File: config.mk
export PLATFORM = sky130hd
export DESIGN_NAME = pic_rot_resolver
export DESIGN_NICKNAME = d
export VERILOG_FILES = /design/src/rtl/pic_rot_pkg.sv /design/src/rtl/pic_req_latch.sv /design/src/rtl/pic_prio_resolve.sv /design/src/rtl/pic_rot_resolver.sv
export SDC_FILE = /design/constraint.sdc
export NUM_CORES = 1
export LEC_CHECK = 0
export ABC_AREA = 1
export BUFFER_PORTS_ARGS = -buffer_cell sky130_fd_sc_hd__buf_2
export CORE_MARGIN = 5
export CORE_UTILIZATION = 60
export DETAILED_ROUTE_END_ITERATION = 12
export PLACE_DENSITY_LB_ADDON = 0.1
export SKIP_CTS_REPAIR_TIMING = 1
export SLEW_MARGIN = 20
export SYNTH_ARGS = -nofsm -noshare
export SYNTH_HDL_FRONTEND = slang
export SYNTH_SLANG_ARGS = --single-unit
export TNS_END_PERCENT = 5
File: constraint.sdc
create_clock -name clk -period 5.9 [get_ports clk]
set_input_delay 0.295 -clock clk [delete_from_list [all_inputs] [get_ports clk]]
set_output_delay 0.295 -clock clk [all_outputs]
set_load 0.05 [all_outputs]
File: src/rtl/pic_rot_pkg.sv
package pic_rot_pkg;
    localparam int LINES = 8;
    localparam int IDX_W = $clog2(LINES);
    localparam int POS_W = IDX_W + 1;

    typedef logic [LINES-1:0] vec_t;
    typedef logic [IDX_W-1:0] idx_t;
    typedef logic [POS_W-1:0] pos_t;

    typedef struct packed {
        logic valid;
        idx_t idx;
    } grant_t;

    // Reorder a line vector so that bit p holds line (p + base) mod LINES.
    function automatic vec_t rotate_down(vec_t v, idx_t base);
        vec_t r;
        for (int p = 0; p < LINES; p++) begin
            r[p] = v[idx_t'(idx_t'(p) + base)];
        end
        return r;
    endfunction

    // Lowest set position; LINES when empty.
    function automatic pos_t first_pos(vec_t v);
        pos_t f;
        f = pos_t'(LINES);
        for (int p = LINES - 1; p >= 0; p--) begin
            if (v[p]) f = pos_t'(p);
        end
        return f;
    endfunction
endpackage

File: src/rtl/pic_req_latch.sv
module pic_req_latch
    import pic_rot_pkg::*;
(
    input  logic clk,
    input  logic rst,
    input  vec_t req_i,
    input  vec_t trig_lvl_i,
    input  vec_t ack_clr_i,
    output vec_t irr_o
);
    vec_t irr_q;
    vec_t prev_q;
    vec_t irr_d;

    always_comb begin
        for (int i = 0; i < LINES; i++) begin
            if (trig_lvl_i[i]) irr_d[i] = req_i[i];
            else               irr_d[i] = (irr_q[i] & ~ack_clr_i[i]) | (req_i[i] & ~prev_q[i]);
        end
    end

    always_ff @(posedge clk) begin
        if (rst) begin
            irr_q  <= '0;
            prev_q <= '0;
        end else begin
            irr_q  <= irr_d;
            prev_q <= req_i;
        end
    end

    assign irr_o = irr_q;

    genvar g;
    generate
        for (g = 0; g < LINES; g++) begin : g_chk

            level_follow_chk: assert property (@(posedge clk) disable iff (rst)
                (!$past(rst) && $past(trig_lvl_i[g])) |-> (irr_q[g] == $past(req_i[g])));

            edge_rise_chk: assert property (@(posedge clk) disable iff (rst)
                (!$past(rst) && !$past(trig_lvl_i[g]) && !$past(irr_q[g]) && irr_q[g])
                |-> ($past(req_i[g]) && !$past(prev_q[g])));
        end
    endgenerate
endmodule

File: src/rtl/pic_prio_resolve.sv
module pic_prio_resolve
    import pic_rot_pkg::*;
#(
    parameter int CASCADE_LINE = 2
) (
    input  vec_t   irr_i,
    input  vec_t   isr_i,
    input  vec_t   mask_i,
    input  idx_t   base_i,
    input  logic   sfnm_i,
    input  logic   master_i,
    output grant_t grant_o
);
    vec_t pend;
    vec_t busy;
    pos_t win_pos;
    pos_t cur_pos;

    always_comb begin
        pend = irr_i & ~mask_i;
        busy = isr_i;
        if (sfnm_i && master_i) busy[CASCADE_LINE] = 1'b0;
        win_pos = first_pos(rotate_down(pend, base_i));
        cur_pos = first_pos(rotate_down(busy, base_i));
        grant_o.valid = (win_pos != pos_t'(LINES)) && (win_pos < cur_pos);
        grant_o.idx   = idx_t'(win_pos[IDX_W-1:0] + base_i);
    end


    masked_win_chk: assert final (!grant_o.valid || !mask_i[grant_o.idx]);

    win_pending_chk: assert final (!grant_o.valid || irr_i[grant_o.idx]);
endmodule

File: src/rtl/pic_rot_resolver.sv
module pic_rot_resolver
    import pic_rot_pkg::*;
#(
    parameter int CASCADE_LINE = 2
) (
    input  logic             clk,
    input  logic             rst,
    input  logic [7:0]       req_i,
    input  logic [7:0]       trig_lvl_i,
    input  logic [7:0]       mask_i,
    input  logic [2:0]       base_i,
    input  logic             sfnm_i,
    input  logic             master_i,
    input  logic             ack_i,
    input  logic             eoi_i,
    input  logic [2:0]       eoi_idx_i,
    output logic             valid_o,
    output logic [2:0]       idx_o,
    output logic             irq_o
);
    vec_t   irr;
    vec_t   isr_q;
    vec_t   ack_set;
    vec_t   eoi_clr;
    grant_t grant;
    logic   irq_q;

    always_comb begin
        ack_set = '0;
        eoi_clr = '0;
        if (ack_i && grant.valid) ack_set[grant.idx] = 1'b1;
        if (eoi_i) eoi_clr[eoi_idx_i] = 1'b1;
    end

    pic_req_latch u_latch (
        .clk        (clk),
        .rst        (rst),
        .req_i      (req_i),
        .trig_lvl_i (trig_lvl_i),
        .ack_clr_i  (ack_set),
        .irr_o      (irr)
    );

    pic_prio_resolve #(.CASCADE_LINE(CASCADE_LINE)) u_resolve (
        .irr_i    (irr),
        .isr_i    (isr_q),
        .mask_i   (mask_i),
        .base_i   (base_i),
        .sfnm_i   (sfnm_i),
        .master_i (master_i),
        .grant_o  (grant)
    );

    always_ff @(posedge clk) begin
        if (rst) begin
            isr_q <= '0;
            irq_q <= 1'b0;
        end else begin
            isr_q <= (isr_q & ~eoi_clr) | ack_set;
            irq_q <= grant.valid;
        end
    end

    assign valid_o = grant.valid;
    assign idx_o   = grant.idx;
    assign irq_o   = irq_q;


    ack_marks_chk: assert property (@(posedge clk) disable iff (rst)
        (ack_i && valid_o) |=> isr_q[$past(idx_o)]);

    eoi_clears_chk: assert property (@(posedge clk) disable iff (rst)
        (eoi_i && !(ack_i && valid_o && idx_o == eoi_idx_i)) |=> !isr_q[$past(eoi_idx_i)]);

    all_masked_chk: assert property (@(posedge clk) disable iff (rst)
        (&mask_i) |=> !irq_o);

    no_ack_noop_chk: assert property (@(posedge clk) disable iff (rst)
        (!ack_i && !eoi_i) |=> $stable(isr_q));
endmodule

* Word-level counts from Yosys, hierarchy flattened *
Index checks and enable logic that the tools add are counted.

storage, ports and cells
  bits of input ports = 36
  register bits after elaboration = 25

operators by class
  equality and inequality tests = 1
  add/sub/neg operators = 8
  mux-type cells = 63
  reduce and logical (&&, ||, !) cells = 5
  order comparisons = 13
  bitwise gates (word level) = 45

operators with widths
  operator                                             count
  two-way mux 4 bit                                    16
  binary-select mux 1 bit (select 3 bit)               16
  < comparator 3 x 4 -> 1 bit, second input constant   10
  two-way mux 1 bit                                    27
  AND 1 bit                                            16
  AND 8 bit                                            2
  two-way mux 8 bit                                    2
  inverter 1 bit                                       16
  inverter 8 bit                                       2
  adder 3 bit, first input constant                    4
  OR 1 bit                                             8
  OR 8 bit                                             1
  adder 2 x 3 -> 3 bit, first input constant           2
  demux 1 bit (select 3 bit)                           2
  >= comparator 3 x 1 -> 1 bit, second input constant  2
  logical AND 1 bit                                    5
  < comparator 4 bit                                   1
  != test 4 bit, second input constant                 1
  adder 1 x 3 -> 3 bit, first input constant           1
  adder 3 bit                                          1

* Depth between registers and ports, before layout *
Gate-level depths: netlist of the first run.

  depth in word-level cells = 22
  mapped depth = 29

* By module *
From an unflattened synthesis of the first run, not the netlist that was laid out.

second synthesis, totals
  cell total of the unflattened synthesis = 374
  area, all modules = 2,218.4 µm²

by module, submodules not included
  module            seq. area each (µm²)  cells each  area an instance (µm²)  instances
  pic_prio_resolve  0.0                   203         1,096.1                 1
  pic_req_latch     320.3                 98          661.9                   1
  pic_rot_resolver  180.2                 73          460.4                   1

* Worst setup path after synthesis of the first run *
Ideal clock, no wire load.

  kind = input to register
  start = input port base_i[0]
  end = register u_latch.irr_q[2] (netlist: u_latch.irr_o[2])
  setup slack = 2,477 ps
  data required time = 5,784 ps
  arrival time = 3,307 ps
  cell stages on the path = 26
  cells stage by stage = buf_6 inv_4 buf_6 ha_1 buf_2 inv_2 nand3_1 nand2_1 inv_1 o21ai_2 nand2_1 nand2_1 nand2_1 nand2_1 nand2_1 nand2_1 inv_1 ha_1 inv_1 fa_1 inv_1 nand3_1 nor2_1 nand4_1 nand2_1 nand2_1

between the ends
  cells in the longest elaborated chain, start to end = 21

ends and longest elaborated chain
  element                                                                                            line                    RTL
  start, declared                                                                                    pic_rot_resolver.sv:11  input logic [2:0] base_i,
  adder 3 bit                                                                                        pic_rot_pkg.sv:19       r[p] = v[idx_t'(idx_t'(p) + base)];
  binary-select mux 1 bit (select 3 bit)                                                             pic_rot_pkg.sv:19
  two-way mux 1 bit (not written as such)                                                            pic_rot_pkg.sv:19
  two-way mux 4 bit (8 in series)                                                                    pic_rot_pkg.sv:29       if (v[p]) f = pos_t'(p);
  adder 3 bit (*)                                                                                    pic_prio_resolve.sv:26  grant_o.idx = idx_t'(win_pos[IDX_W-1:0] + base_i);
  via idx_o[1]                                                                                       pic_rot_resolver.sv:18  output logic [2:0] idx_o,
  < comparator 3 x 4 -> 1 bit (not written as such) or >= comparator 3 x 1 -> 1 bit (tied branches)  pic_rot_resolver.sv:31  if (ack_i && grant.valid) ack_set[grant.idx] = 1'b1;
  logical AND 1 bit (not written as such)                                                            pic_rot_resolver.sv:31
  two-way mux 1 bit (not written as such)                                                            pic_rot_resolver.sv:31
  demux 1 bit (select 3 bit) (*)                                                                     pic_rot_resolver.sv:31
  two-way mux 8 bit (*)                                                                              pic_rot_resolver.sv:31
  inverter 1 bit (*)                                                                                 pic_req_latch.sv:18     else irr_d[i] = (irr_q[i] & ~ack_clr_i[i]) | (req_i[i] & ~prev_q[i]);
  AND 1 bit (*)                                                                                      pic_req_latch.sv:18
  OR 1 bit (*)                                                                                       pic_req_latch.sv:18
  two-way mux 1 bit (*)                                                                              pic_req_latch.sv:17     if (trig_lvl_i[i]) irr_d[i] = req_i[i];
  end signal, assigned                                                                               pic_req_latch.sv:27     irr_q <= irr_d;
  end, declared                                                                                      pic_req_latch.sv:11     vec_t irr_q;

Mark *: on every way through the listed nets, which the timed path passes. The rest lies on a longest branch. The select of a mux whose other input is x is not followed.
A chain may end at the register's enable or synchronous reset.

* Worst setup path after layout of the first run *
  start = input port base_i[0]
  end = output port idx_o[2]

between the ends
  cells in the longest elaborated chain, start to end = 12

ends and longest elaborated chain
  element                                  line
  adder 3 bit                              pic_rot_pkg.sv:19
  binary-select mux 1 bit (select 3 bit)   pic_rot_pkg.sv:19
  two-way mux 1 bit (not written as such)  pic_rot_pkg.sv:19
  two-way mux 4 bit (8 in series)          pic_rot_pkg.sv:29
  adder 3 bit (*)                          pic_prio_resolve.sv:26
  end, declared                            pic_rot_resolver.sv:18

Mark *: on every way between the ends. The rest lies on a longest branch, timed or not. The select of a mux whose other input is x is not followed.

==> results of run 1 <==
[per-layer routing]
metal  wire, um  vias to the layer above
li1           -                     1164
met1       2150                      999
met2       2610                       71
met3        244                       15
met4        133                        0
met5          0                        -
[power groups by stage]
stage           clock, W  sequential (W)  combinational [W]
2_1_floorplan          0        0.000203           0.000235
3_3_place_gp           0        0.000198           0.000297
3_5_place_dp           0        0.000199           0.000302
4_1_cts        0.0000757        0.000195           0.000304
5_1_grt        0.0000836        0.000197           0.000342
6_report       0.0000746        0.000195           0.000304
[stage by stage]
stage               utilization [%]  power (W)  setup WS (ns)  area (sq um)  hold WS (ns)
floorplan                         -   0.000439           2.48          2180         0.410
global placement               65.9   0.000496           2.16          2360         0.470
detailed placement             65.9   0.000501           2.11          2360         0.475
CTS                            66.7   0.000575           2.20          2390         0.179
global route                   66.7   0.000622           1.78          2390         0.176
finish                         66.7   0.000574           2.15          2390         0.180
[layout make-up]
class                      instances  share of cell area, %
clock buffer                       3                  0.943
clock inverter                     1                  0.210
inverter                          52                   8.44
multi-input combinational        251                   58.5
sequential                        25                   21.0
tap                               48                   2.52
timing repair buffer              40                   8.39
[layout by cell type, fill, tap and decap left out, types with 2 or more instances in the layout]
cell	synthesis	layout
a21oi_1	10	10
buf_2	1	40
clkbuf_4	0	3
clkinv_2	1	2
dfxtp_1	25	25
ha_1	6	6
inv_1	43	43
inv_2	6	6
inv_4	2	2
nand2_1	89	89
nand2_2	8	8
nand2_4	3	3
nand3_1	47	47
nand3_2	4	4
nand4_1	9	9
nor2_1	20	20
nor2_2	2	2
nor3b_1	8	8
o21ai_0	19	19
o21ai_1	8	8
o21ai_2	3	3
xor2_4	2	2
[state kept, by name, indices dropped and copies added, names as in the netlist]
signal and count:
irq_o 1, isr_q 8, u_latch.irr_o 8, u_latch.prev_q 8
[worst max-delay path: cells and delay by family]
kind	cells	cell delay [ns]
buffers and inverters	7	1.00
adder cells (fa/ha/maj)	3	0.97
AND/OR/NAND/NOR	12	0.92
XOR/XNOR	1	0.27
[worst max path at each step]
stage / startpoint / cells after the start / slack [ns] / end
after floorplan: base_i[0] / 26 / 2.48 / u_latch.irr_o[2]$_SDFF_PP0_
final: base_i[0] / 23 / 2.15 / idx_o[2]
after global routing: base_i[0] / 23 / 1.78 / idx_o[2]
after global placement: base_i[0] / 26 / 2.16 / u_latch.irr_o[2]$_SDFF_PP0_
after CTS: base_i[0] / 23 / 2.20 / idx_o[2]
after detailed placement: base_i[0] / 26 / 2.11 / u_latch.irr_o[2]$_SDFF_PP0_
[kinds of logic (layout without fill, tap and decap cells)]
family,count (synthesis),after routing,share of synthesized area [%]
buf+inv,62,96,13.0
simple gates,193,193,42.1
mux,1,1,0.459
xor+xnor,4,4,4.19
fa+ha+maj,7,7,4.36
compound gates,46,46,13.0
flops,25,25,22.9
==> results.ini, run 1 <==
[cells_and_area]
nNetsFinal = 416
finalNonFillerCells = 420
diodes = 0
fillers = 351
multi_input_area_sq_mm = 0.00140
drive_gt1_share_pct = 21.5
area_growth_pct = 9.47
regArea_sq_um = 500

[global_route]
antenna_found_initial = 0
grt-busiest-layer = met2
grt_util_met3_pct = 1.73
use_met2_pct = 39.3
grt_pass1_wl_mm = 9.00
grt_pass1_vias = 2155
grt-ovfl-total = 0
use_met1_pct = 26.8
grt_max_degree = 26
track_usage_pct = 21.9

[setup_path]
cpMostUsedCell = nand2_1
worst_ep_required_time_ns = 5.61
cp_cell_sequence = buf_2, inv_4, ha_1, inv_2, nand3_1, nand3_1, nand2_2, nand2_1, nand2_1, nand2_1, nand2_1, nand2_1, nand2_1, nand2_1, inv_1, ha_1, inv_1, fa_1, xor2_1, inv_1, nand2_2, nand2_4, buf_2
r2r_cells = 23
crit_type = in -> out
path_max_fanout = 18
rrSetupSlack_ns = 2.83
cp.arrival_ns = 3.46
crit_slowest_cell = ha_1
r2r-start = u_latch.irr_o[6]$_SDFF_PP0_
reg2reg_to = u_latch.irr_o[2]$_SDFF_PP0_
critPathMaxStageDelay_ns = 0.46
cp-start-kind = input port
end_kind = output port

[pwr]
p_sw_share_pct = 46.8
seqPwrFrac_pct = 34.0
clkPwrFrac_pct = 13.0
p_leak_nw = 1.25
p_per_area_mw_per_mm2 = 241
peakVddDrop_v = 0.000250
switching_power_w = 0.000269
p_int_w = 0.000306
combinationalPowerShare_pct = 53.0

[yosys]
synth_nets = 381
ys.flop_type = dfxtp_1
synth_cell_types = 39
synth_cells = 338
synth.top_cells.by_count = nand2_1, nand3_1, inv_1, dfxtp_1, nor2_1
synth_warnings = 0
syn_avg_cell_area_sq_um = 6.45
yosysMostFrequentCell = nand2_1
synth_seq_cells = 25
async_reset_ff_share_pct = 0
ys_seq_area_share_pct = 22.9
syn_area_sq_mm = 0.00218
synth_largest_area_cell = dfxtp_1
synth_edf_count = 0
synth_top_area_share_pct = 22.9
synth.area.top_cells = dfxtp_1, nand2_1, nand3_1

[sta]
setup-tns-final_ns = 0
max-slew-margin-rel_pct = 71.6
fin_skew_ns = 0.00225
worst_pin_slew_ns = 0.427
final.period_utilization_pct = 63.6
rsz0062_at_grt = false
drv_slew = 0
setup_viol = 0
hold_viol = 0
fmax_ghz = 0.266
period_needed_ns = 3.75

[clock_tree]
numCtsBuffers = 3
cts_tree = done
path_clk_slew_ns = 0.13
clk_path_buf_depth = 2
clock_sinks = 25
clk_latency_ns = 0.31
root_buffer = clkbuf_4
htreeDepth = 1

[placement]
dp.cells = 416
portBuffers = 40
place_congestion = 0.887
dp_hpwl_mm = 4.46

[route]
route.vias.total = 2249
drt_wl_total_mm = 5.14
post_drt_wl_per_cell_um = 12.2
drt-initial-drc-count = 116
dr.pass1.iters = 5
drc = 0
vias_per_cell = 5.35
ant_nets = 0

[hold_path]
min_to = u_latch.prev_q[5]$_SDFF_PP0_
hold_start = req_i[5]
worstHoldPathType = in -> reg
whs_path_depth = 3

[floorplanning]
initial_core_util_pct = 60.9
die_area_sq_mm = 0.00494
die_w_um = 70.3
ios = 41
placementRows = 22
core_area_sq_mm = 0.00358
dieHeight_um = 70.3

[job]
timing.max_cap.violations = 0

[status]
status = completed

No activity file was read; power rests on OpenSTA's default activity.
==> run 2: changes to the inputs <==
ABC_AREA = 0   (was 1)
CORE_UTILIZATION = 51   (was 60)
clock period = 3.13 ns   (was 5.9 ns; I/O delays follow)
==> run 2 against run 1 <==
The run now ends with negative setup slack left. Synthesized cell count decreased by 36%. Routed wire length increased by 18%. Register-to-register slack got worse by 3.0 ns. Combinational power increased to 5.2 times the previous value. Sequential share of layout area decreased by 4.3 points. Flip-flop and latch count unchanged. Count of clock-buffer cells in the layout increased by 1. Critical path depth decreased by 11. Die area increased by 15%. Sequential power increased by 110%. Via count decreased by 8.5%.
==> results.ini, run 2 <==
[sta]
drv_slew = 0
worst_pin_slew_ns = 0.438
fmax_ghz = 0.304
max-slew-margin-rel_pct = 70.7
final.period_utilization_pct = 105
setup_ws_ns = -0.155
period_needed_ns = 3.28
fin_skew_ns = 0.00252
hold_slack_ns = 0.129
setup_viol = 9
rsz0062_at_grt = true
setup-tns-final_ns = -0.813
hold_viol = 0

[route]
vias_per_cell = 5.93
route.vias.total = 2057
post_drt_wl_per_cell_um = 17.5
drc = 0
dr.pass1.iters = 4
ant_nets = 0
drt-initial-drc-count = 54
drt_wl_total_mm = 6.06

[cells_and_area]
final_cell_mix = buf_4, buf_2, dfxtp_1
regArea_sq_um = 510
final_common_cell = buf_4
fillers = 276
multi_input_area_sq_mm = 0.00178
area_growth_pct = 40.0
nNetsFinal = 341
diodes = 0
drive_gt1_share_pct = 54.9

[clock_tree]
clk_latency_ns = 0.26
htreeDepth = 1
clk_path_buf_depth = 2
cts_tree = done
root_buffer = clkbuf_8
path_clk_slew_ns = 0.08
clock_sinks = 25
numCtsBuffers = 3

[yosys]
synth_cell_types = 52
synth_nets = 261
syn_avg_cell_area_sq_um = 10.0
synth_warnings = 0
synth_largest_area_cell = dfxtp_1
ys.flop_type = dfxtp_1
synth.area.top_cells = dfxtp_1, mux4_1, mux2i_1
synth.top_cells.by_count = dfxtp_1, mux2i_1, nor2b_1, a31oi_1, inv_1
async_reset_ff_share_pct = 0
synth_cells = 218
yosysMostFrequentCell = dfxtp_1
synth_edf_count = 0
syn_area_sq_mm = 0.00218
synth_top_area_share_pct = 22.9
synth_seq_cells = 25
ys_seq_area_share_pct = 22.9

[setup_path]
crit_type = reg -> out
end_kind = output port
cp.arrival_ns = 3.13
worst_ep_required_time_ns = 2.97
path_max_fanout = 4
cp-start-kind = flop

[placement]
place_congestion = 0.896
portBuffers = 40
dp_hpwl_mm = 4.72

[global_route]
grt_pass1_vias = 2054
grt-ovfl-total = 0
track_usage_pct = 21.7
grt_max_degree = 16
antenna_found_initial = 0
grt_pass1_wl_mm = 9.57

[hold_path]
worstHoldPathType = in -> reg

[floorplanning]
initial_core_util_pct = 53.4
dieHeight_um = 75.4
core_area_sq_mm = 0.00409
ios = 41
die_w_um = 75.4
die_area_sq_mm = 0.00569
placementRows = 23

[pwr]
p_per_area_mw_per_mm2 = 713
peakVddDrop_v = 0.00111
p_leak_nw = 1.34

[status]
violations = negative setup slack
status = finished with violations

[job]
timing.max_cap.violations = 0

-- run 2: cell count changes after synthesis, sizes merged, moves of 7 or more --
cell	change
nand2	-89
nand3	-50
inv	-37
o21ai	-26
mux2i	+17
nor2b	+17
mux4	+16
nor2	-15
a31oi	+11
nand2b	+10
a21oi	-8
nand4	-8
nor3b	-8
mux2	+7
-- run 2: worst max-delay path, cell delays in order, from the launching register on --
cell and delay, ns:
dfxtp_2 0.36, nor2b_4 0.18, mux2i_2 0.11, mux4_2 0.50, and2b_1 0.18, o211ai_1 0.14, and3_1 0.22, inv_2 0.05
fa_2 0.38, xnor2_2 0.23, buf_4 0.19, xnor2_4 0.14, buf_6 0.18
-- run 2: path summary, 6_finish.rpt --
| check | startpoint | endpoint | slack (ns) | cells after the start |
|---|---|---|---|---|
| worst max-delay path | u_latch.irr_o[4]$_SDFF_PP0_ | idx_o[2] | -0.15 | 12 |
| worst min-delay path | req_i[4] | u_latch.prev_q[4]$_SDFF_PP0_ | 0.13 | 2 |
| worst max register to register | u_latch.irr_o[7]$_SDFF_PP0_ | isr_q[3]$_SDFF_PP0_ | -0.13 | 11 |
| worst min register to register | isr_q[5]$_SDFF_PP0_ | isr_q[5]$_SDFF_PP0_ | 0.56 | 2 |
-- run 2: per-stage QoR --
step           util (%)  worst slack [ns]  cells  total power, W  cell area [sq um]
6_report           74.8            -0.155    347         0.00218               3060
3_3_place_gp       69.3            -0.184    344         0.00179               2830
4_1_cts            70.4            -0.388    348         0.00200               2880
5_1_grt            74.8            -0.310    347         0.00231               3060
3_5_place_dp       69.3            -0.274    344         0.00180               2830
2_1_floorplan         -           -0.0676    218         0.00130               2260
-- run 2: metal layers --
metal	wire, um	global-route usage, %
met3	265	1.72
met1	2620	30.3
met5	0	0
met4	48	6.02
met2	3120	36.2
-- run 2: kinds of logic after synthesis --
group,Yosys count,share of synthesized area (%)
buf+inv,24,5.50
compound gates,55,19.0
simple gates,62,16.3
flops,25,22.9
xor+xnor,4,1.95
mux,41,29.9
fa+ha+maj,7,4.36
-- run 2: area by class of cell --
type | instances | area share [%]
Multi-Input combinational cell | 169 | 58.4
Timing Repair Buffer | 85 | 19.2
Sequential cell | 25 | 16.7
Inverter | 14 | 2.17
Tap cell | 50 | 2.05
Clock buffer | 4 | 1.47
-- run 2: power by group --
part           total (W)  switching, W  internal [W]
Combinational    0.00159      0.000872      0.000718
Sequential      0.000400     0.0000360      0.000364
Clock           0.000188     0.0000970     0.0000909
